File: config.mk
export PLATFORM = sky130hd
export DESIGN_NAME = lhist_bpred
export DESIGN_NICKNAME = d
export VERILOG_FILES = /design/src/rtl/bp_pkg.sv /design/src/rtl/bp_hist_table.sv /design/src/rtl/bp_pattern_table.sv /design/src/rtl/bp_target_buf.sv /design/src/rtl/lhist_bpred.sv
export SDC_FILE = /design/constraint.sdc
export NUM_CORES = 1
export LEC_CHECK = 0
export BUFFER_PORTS_ARGS = -buffer_cell sky130_fd_sc_hd__buf_2
export CAP_MARGIN = 10
export CORE_MARGIN = 3
export CORE_UTILIZATION = 40
export DETAILED_ROUTE_END_ITERATION = 10
export MAX_ROUTING_LAYER = met4
export SLEW_MARGIN = 5
export SYNTH_ARGS = -nofsm -noshare
export SYNTH_HDL_FRONTEND = slang
export SYNTH_SLANG_ARGS = --single-unit
File: constraint.sdc
create_clock -name clk -period 6.4 [get_ports clk]
set_input_delay 0.96 -clock clk [delete_from_list [all_inputs] [get_ports clk]]
set_output_delay 0.96 -clock clk [all_outputs]
set_load 0.01 [all_outputs]
File: src/rtl/bp_pkg.sv
package bp_pkg;
  localparam int PC_W   = 32;
  localparam int HIST_W = 4;
  localparam int HIST_N = 16;
  localparam int CTR_W  = 2;
  localparam int BTB_N  = 4;
endpackage

File: src/rtl/bp_hist_table.sv
module bp_hist_table #(
  parameter int N      = 16,
  parameter int HIST_W = 4,
  localparam int IDX_W = $clog2(N)
) (
  input  logic              clk,
  input  logic              rst_n,
  input  logic [IDX_W-1:0]  rd_idx,
  output logic [HIST_W-1:0] rd_hist,
  input  logic              wr_en,
  input  logic [IDX_W-1:0]  wr_idx,
  input  logic              wr_bit,
  output logic [HIST_W-1:0] wr_hist
);
  logic [N-1:0][HIST_W-1:0] tab;

  assign rd_hist = tab[rd_idx];
  assign wr_hist = tab[wr_idx];

  always_ff @(posedge clk) begin
    if (!rst_n) tab <= '0;
    else if (wr_en) tab[wr_idx] <= {tab[wr_idx][HIST_W-2:0], wr_bit};
  end

  // without a write strobe no history moves
  a_r8_hist_hold: assert property (@(posedge clk) disable iff (!rst_n)
    !wr_en |=> $stable(tab));
endmodule

File: src/rtl/bp_pattern_table.sv
module bp_pattern_table #(
  parameter int HIST_W = 4,
  parameter int CTR_W  = 2,
  localparam int N     = 1 << HIST_W
) (
  input  logic              clk,
  input  logic              rst_n,
  input  logic [HIST_W-1:0] rd_idx,
  output logic [CTR_W-1:0]  rd_ctr,
  input  logic              wr_en,
  input  logic [HIST_W-1:0] wr_idx,
  input  logic              wr_taken
);
  localparam logic [CTR_W-1:0] CMAX = {CTR_W{1'b1}};
  localparam logic [CTR_W-1:0] CINI = CTR_W'(1);

  logic [N-1:0][CTR_W-1:0] tab;
  logic [CTR_W-1:0]        cur;

  assign rd_ctr = tab[rd_idx];
  assign cur    = tab[wr_idx];

  always_ff @(posedge clk) begin
    if (!rst_n) tab <= {N{CINI}};
    else if (wr_en) begin
      if (wr_taken && cur != CMAX)        tab[wr_idx] <= cur + 1'b1;
      else if (!wr_taken && cur != '0)    tab[wr_idx] <= cur - 1'b1;
    end
  end

  a_r3_sat_hi: assert property (@(posedge clk) disable iff (!rst_n)
    (wr_en && wr_taken && tab[wr_idx] == CMAX) |=> tab[$past(wr_idx)] == CMAX);
  a_r3_sat_lo: assert property (@(posedge clk) disable iff (!rst_n)
    (wr_en && !wr_taken && tab[wr_idx] == '0) |=> tab[$past(wr_idx)] == '0);
endmodule

File: src/rtl/bp_target_buf.sv
module bp_target_buf #(
  parameter int PC_W   = 32,
  parameter int N      = 4,
  localparam int PTR_W = $clog2(N)
) (
  input  logic            clk,
  input  logic            rst_n,
  input  logic [PC_W-1:0] rd_pc,
  output logic            rd_hit,
  output logic [PC_W-1:0] rd_tgt,
  input  logic            wr_en,
  input  logic [PC_W-1:0] wr_pc,
  input  logic [PC_W-1:0] wr_tgt
);
  logic [N-1:0]            vld;
  logic [N-1:0][PC_W-1:0]  tag;
  logic [N-1:0][PC_W-1:0]  tgt;
  logic [PTR_W-1:0]        rr;
  logic [N-1:0]            rd_m, wr_m;
  logic [PTR_W-1:0]        wr_sel;
  logic                    wr_hit;

  for (genvar i = 0; i < N; i++) begin : g_cmp
    assign rd_m[i] = vld[i] && tag[i] == rd_pc;
    assign wr_m[i] = vld[i] && tag[i] == wr_pc;
  end

  always_comb begin
    rd_tgt = '0;
    wr_sel = rr;
    for (int i = 0; i < N; i++) begin
      if (rd_m[i]) rd_tgt = tgt[i];
      if (wr_m[i]) wr_sel = PTR_W'(i);
    end
  end
  assign rd_hit = |rd_m;
  assign wr_hit = |wr_m;

  always_ff @(posedge clk) begin
    if (!rst_n) begin
      vld <= '0;
      tag <= '0;
      tgt <= '0;
      rr  <= '0;
    end else if (wr_en) begin
      vld[wr_sel] <= 1'b1;
      tag[wr_sel] <= wr_pc;
      tgt[wr_sel] <= wr_tgt;
      if (!wr_hit) rr <= (rr == PTR_W'(N - 1)) ? '0 : rr + 1'b1;
    end
  end

  // an address never sits in two entries
  a_r7_no_dup: assert property (@(posedge clk) disable iff (!rst_n)
    $countones(rd_m) <= 1);
endmodule

File: src/rtl/lhist_bpred.sv
module lhist_bpred #(
  parameter int PC_W   = bp_pkg::PC_W,
  parameter int HIST_W = bp_pkg::HIST_W,
  parameter int HIST_N = bp_pkg::HIST_N,
  parameter int CTR_W  = bp_pkg::CTR_W,
  parameter int BTB_N  = bp_pkg::BTB_N
) (
  input  logic              clk,
  input  logic              rst_n,
  input  logic [PC_W-1:0]   lk_pc,
  output logic              pred_taken,
  output logic              pred_hit,
  output logic [PC_W-1:0]   pred_target,
  output logic [HIST_W-1:0] pred_hist,
  output logic [CTR_W-1:0]  pred_ctr,
  input  logic              upd_valid,
  output logic              upd_ready,
  input  logic [PC_W-1:0]   upd_pc,
  input  logic              upd_taken,
  input  logic [PC_W-1:0]   upd_target,
  input  logic              upd_easy,
  input  logic              tw_valid,
  output logic              tw_ready,
  input  logic [PC_W-1:0]   tw_pc,
  input  logic [PC_W-1:0]   tw_target
);
  localparam int IDX_W = $clog2(HIST_N);

  logic              upd_fire, h_wr, b_wr;
  logic [HIST_W-1:0] old_hist;
  logic [PC_W-1:0]   b_pc, b_tgt;

  assign tw_ready  = 1'b1;
  assign upd_ready = !tw_valid;
  assign upd_fire  = upd_valid && upd_ready;
  assign h_wr      = upd_fire && !upd_easy;
  assign b_wr      = tw_valid || (upd_fire && upd_taken);
  assign b_pc      = tw_valid ? tw_pc : upd_pc;
  assign b_tgt     = tw_valid ? tw_target : upd_target;

  bp_hist_table #(.N(HIST_N), .HIST_W(HIST_W)) u_hist (
    .clk(clk), .rst_n(rst_n),
    .rd_idx(lk_pc[IDX_W-1:0]), .rd_hist(pred_hist),
    .wr_en(h_wr), .wr_idx(upd_pc[IDX_W-1:0]), .wr_bit(upd_taken),
    .wr_hist(old_hist));

  bp_pattern_table #(.HIST_W(HIST_W), .CTR_W(CTR_W)) u_pht (
    .clk(clk), .rst_n(rst_n),
    .rd_idx(pred_hist), .rd_ctr(pred_ctr),
    .wr_en(h_wr), .wr_idx(old_hist), .wr_taken(upd_taken));

  bp_target_buf #(.PC_W(PC_W), .N(BTB_N)) u_btb (
    .clk(clk), .rst_n(rst_n),
    .rd_pc(lk_pc), .rd_hit(pred_hit), .rd_tgt(pred_target),
    .wr_en(b_wr), .wr_pc(b_pc), .wr_tgt(b_tgt));

  assign pred_taken = pred_ctr[CTR_W-1] && pred_hit;

  // a taken prediction always carries a target
  a_r4_taken_hit: assert property (@(posedge clk) disable iff (!rst_n)
    pred_taken |-> pred_hit);
endmodule

==> impl_metrics.env <==
export IMPL_status="finished clean"
export IMPL_register_area_um2=7170
export IMPL_post_drt_wl_per_cell_um=23.0
export IMPL_critical_path_class="input port to output pin"
export IMPL_drtPass1Iterations=6
export IMPL_timing_critical_path_max_delay_family="simple AND/OR/NAND/NOR gates"
export IMPL_drt_first_iter_violations=1419
export IMPL_period_minus_slack_ns=5.20
export IMPL_power_density_nw_per_um2=249
export IMPL_drcViolationCount=0
export IMPL_die_height_um=231
export IMPL_clockBufferDepth=3
export IMPL_grt_pass1_vias=16000
export IMPL_timing_worst_slew_pin_value_ns=1.14
export IMPL_max_vdd_ir_drop_mv=0.160
export IMPL_timing_final_max_slew_violations=0
export IMPL_layout_cells_most_common="dfxtp_1"
export IMPL_skew_ns=0.0155
export IMPL_via_count=16300
export IMPL_synthToLayoutAreaGrowth_pct=12.5
export IMPL_synth_edf_count=0
export IMPL_number_of_antenna_violating_nets_in_the_routed_design=0
export IMPL_synth_cell_type_count=55
export IMPL_cp_bufs_invs=4
export IMPL_post_cts_resize_count=0
export IMPL_syn_cell_area_um2=20300
export IMPL_detailed_place_hpwl_um=45000
export IMPL_fmaxAchievable_mhz=192
export IMPL_critical_path_max_stage_delay_ns=0.57
export IMPL_crit_arrival_ns=4.24
export IMPL_synth_sequential_area_ratio_pct=35.3
export IMPL_layout_cells_most_common_list="dfxtp_1 (358), buf_2 (204), xnor2_1 (203)"
export IMPL_critical_path_slowest_cell="or4_1"
export IMPL_routed_wirelength_um=65400
export IMPL_syn_mean_instance_area_um2=9.88
export IMPL_placeableCoreArea_um2=49600
export IMPL_cp_end_kind="output pin"
export IMPL_maximum_number_of_pins_on_one_net_before_global_route_repair=132
export IMPL_final_stage_net_count=2324
export IMPL_yosysWarningCount=0
export IMPL_clock_root_buffer="clkbuf_16"
export IMPL_p_total_mw=5.69
export IMPL_tritoncts_buffer_count=42
export IMPL_multiInputGateArea_um2=12200
export IMPL_startpoint_types="input port"
export IMPL_post_cts_setup_buffer_count=0
export IMPL_synth_flop_cell="dfxtp_1"
export IMPL_leakagePower_nw=8.09
export IMPL_clock_latency_ns=0.56
export IMPL_hold_viol=0
export IMPL_start_util_pct=41.0
export IMPL_fill_cells=4690
export IMPL_boundaryPins=208
export IMPL_critPathRequiredTime_ns=5.44
export IMPL_path_cells="buf_2 > buf_4 > xnor2_1 > nand4_1 > nor4_1 > nand4_1 > or4_1 > buf_4 > mux2_2 > mux2_2 > buf_2"
export IMPL_antenna_violations_before_repair=2
export IMPL_final_setup_viol_count=0
export IMPL_port_buffer_count=206
export IMPL_ctsHtreeMaxLevel=2
export IMPL_period_utilization_post_route_pct=81.2
export IMPL_critPathMaxFanout=33
export IMPL_clock_sinks=358
export IMPL_post_drt_via_cell_ratio=5.73
export IMPL_synthesis_instances=2057
export IMPL_postSynthNetCount=2226
export IMPL_tritoncts="yes"
export IMPL_design_die_area_um2=53600
export IMPL_path_clk_slew_ns=0.06
export IMPL_routabilityCongestion=0.936
export IMPL_die_x_um=231
export IMPL_async_flop_share_pct=0
export IMPL_rows=81
export IMPL_fin_setup_tns_ns=0
export IMPL_synth_ff_latch_count=358
export IMPL_drive_gt1_share_pct=24.4
export IMPL_slew_headroom_pct=23.8
export IMPL_global_route_wire_length_before_repair_um=98300
export IMPL_drv_cap=0
export IMPL_grt_use_total_pct=24.5
export IMPL_min_delay_path_class="register to register"
export IMPL_holdBufCountCts=0
export IMPL_rsz0062_at_grt="false"
export IMPL_global_route_overflow_total=0
## kinds of logic after synthesis
| logic type | count (synthesis) | share of synthesized area (%) |
|---|---|---|
| AOI/OAI and AO/OA | 417 | 14.7 |
| other | 1 | 0.0184 |
| and+or+nand+nor | 486 | 12.1 |
| muxes | 345 | 21.7 |
| adders and majority gates | 3 | 0.185 |
| DFF | 358 | 35.3 |
| xor gates and xnor gates | 255 | 11.0 |
| buffers and inverters | 192 | 5.05 |
## layout make-up
type	instances	share of cell area, %
clock buffer	64	5.40
tap	664	3.63
sequential	358	31.3
multi-input combinational	1507	53.3
clock inverter	7	0.296
antenna	2	0.0219
timing repair buffer	236	5.77
inverter	10	0.197
## layer usage
| metal | vias to the layer above | part of all wire (%) | global-route usage [%] |
|---|---|---|---|
| met2 | 538 | 47 | 39.1 |
| met5 | - | 0 | - |
| met1 | 8074 | 45 | 32.5 |
| met3 | 91 | 5.9 | 3.60 |
| li1 | 7613 | - | - |
| met4 | 0 | 2.6 | 6.60 |
## flip-flops by register name, summed over array words and instances, names as in the netlist, named ones only
name and count:
u_btb.tag 128, u_btb.tgt 128, u_hist.tab 64, u_pht.tab 16
u_btb.vld 4, u_btb.rr 2
## worst paths after layout
| kind | cells after the start | slack (ns) | startpoint | endpoint |
|---|---|---|---|---|
| min | 2 | 0.46 | u_btb.tgt[37]$_SDFFE_PN0P_ | u_btb.tgt[37]$_SDFFE_PN0P_ |
| min reg2reg | 2 | 0.46 | u_btb.tgt[37]$_SDFFE_PN0P_ | u_btb.tgt[37]$_SDFFE_PN0P_ |
| max | 11 | 1.20 | lk_pc[0] | pred_target[18] |
| max reg2reg | 14 | 1.87 | u_hist.tab[61]$_SDFFE_PN0P_ | register |
## cells in the mapped netlist (2+ instances only)
master | n | area [µm²]
dfxtp_1 | 358 | 7170
xnor2_1 | 203 | 1780
mux2i_1 | 201 | 2010
a21oi_1 | 154 | 771
clkbuf_1 | 112 | 420
nand2_1 | 110 | 413
nor2_1 | 99 | 372
nand3_1 | 90 | 450
o21ai_0 | 86 | 430
a211oi_2 | 79 | 988
mux2_2 | 69 | 777
nand2b_1 | 66 | 413
a211oi_1 | 52 | 390
xor2_1 | 52 | 455
nor4_1 | 46 | 288
mux4_2 | 42 | 946
buf_6 | 33 | 372
a22o_1 | 32 | 280
nand4_1 | 32 | 200
mux2i_4 | 26 | 586
buf_2 | 18 | 90.1
nor2b_1 | 12 | 75.1
inv_1 | 10 | 37.5
buf_4 | 9 | 67.6
buf_1 | 8 | 30.0
mux2i_2 | 7 | 96.3
nand3b_1 | 7 | 52.6
nor3_1 | 6 | 30.0
ha_1 | 3 | 37.5
o21a_1 | 3 | 22.5
a2111oi_0 | 2 | 17.5
and2_4 | 2 | 17.5
clkbuf_2 | 2 | 10.0
nor3_2 | 2 | 20.0
o41ai_2 | 2 | 32.5
or3_1 | 2 | 12.5
or4_1 | 2 | 15.0
## worst min-delay path, delay by kind of cell (launching register included)
| family | cells | cell delay (ns) |
|---|---|---|
| multiplexers | 1 | 0.05 |
| flip-flops | 1 | 0.31 |
| AND/OR/NAND/NOR | 1 | 0.05 |
## power breakdown
part / total (mW) / switching (mW) / internal (mW)
Combinational: 0.930 / 0.575 / 0.355
Sequential: 2.45 / 0.104 / 2.35
Clock: 2.31 / 0.948 / 1.36
Total: 5.69 / 1.63 / 4.06
## stage by stage
stage	instance area [µm²]	std cells	util, %	setup WS [ns]	hold WS [ns]
2_1_floorplan	20300	2057	-	1.56	0.435
3_3_place_gp	21600	2775	43.5	0.815	0.442
3_5_place_dp	21600	2775	43.5	0.810	0.451
4_1_cts	22900	2846	46.1	1.18	0.460
5_1_grt	22900	2847	46.1	1.02	0.476
6_report	22900	2848	46.1	1.20	0.460
No activity file was read; power rests on OpenSTA's default activity.
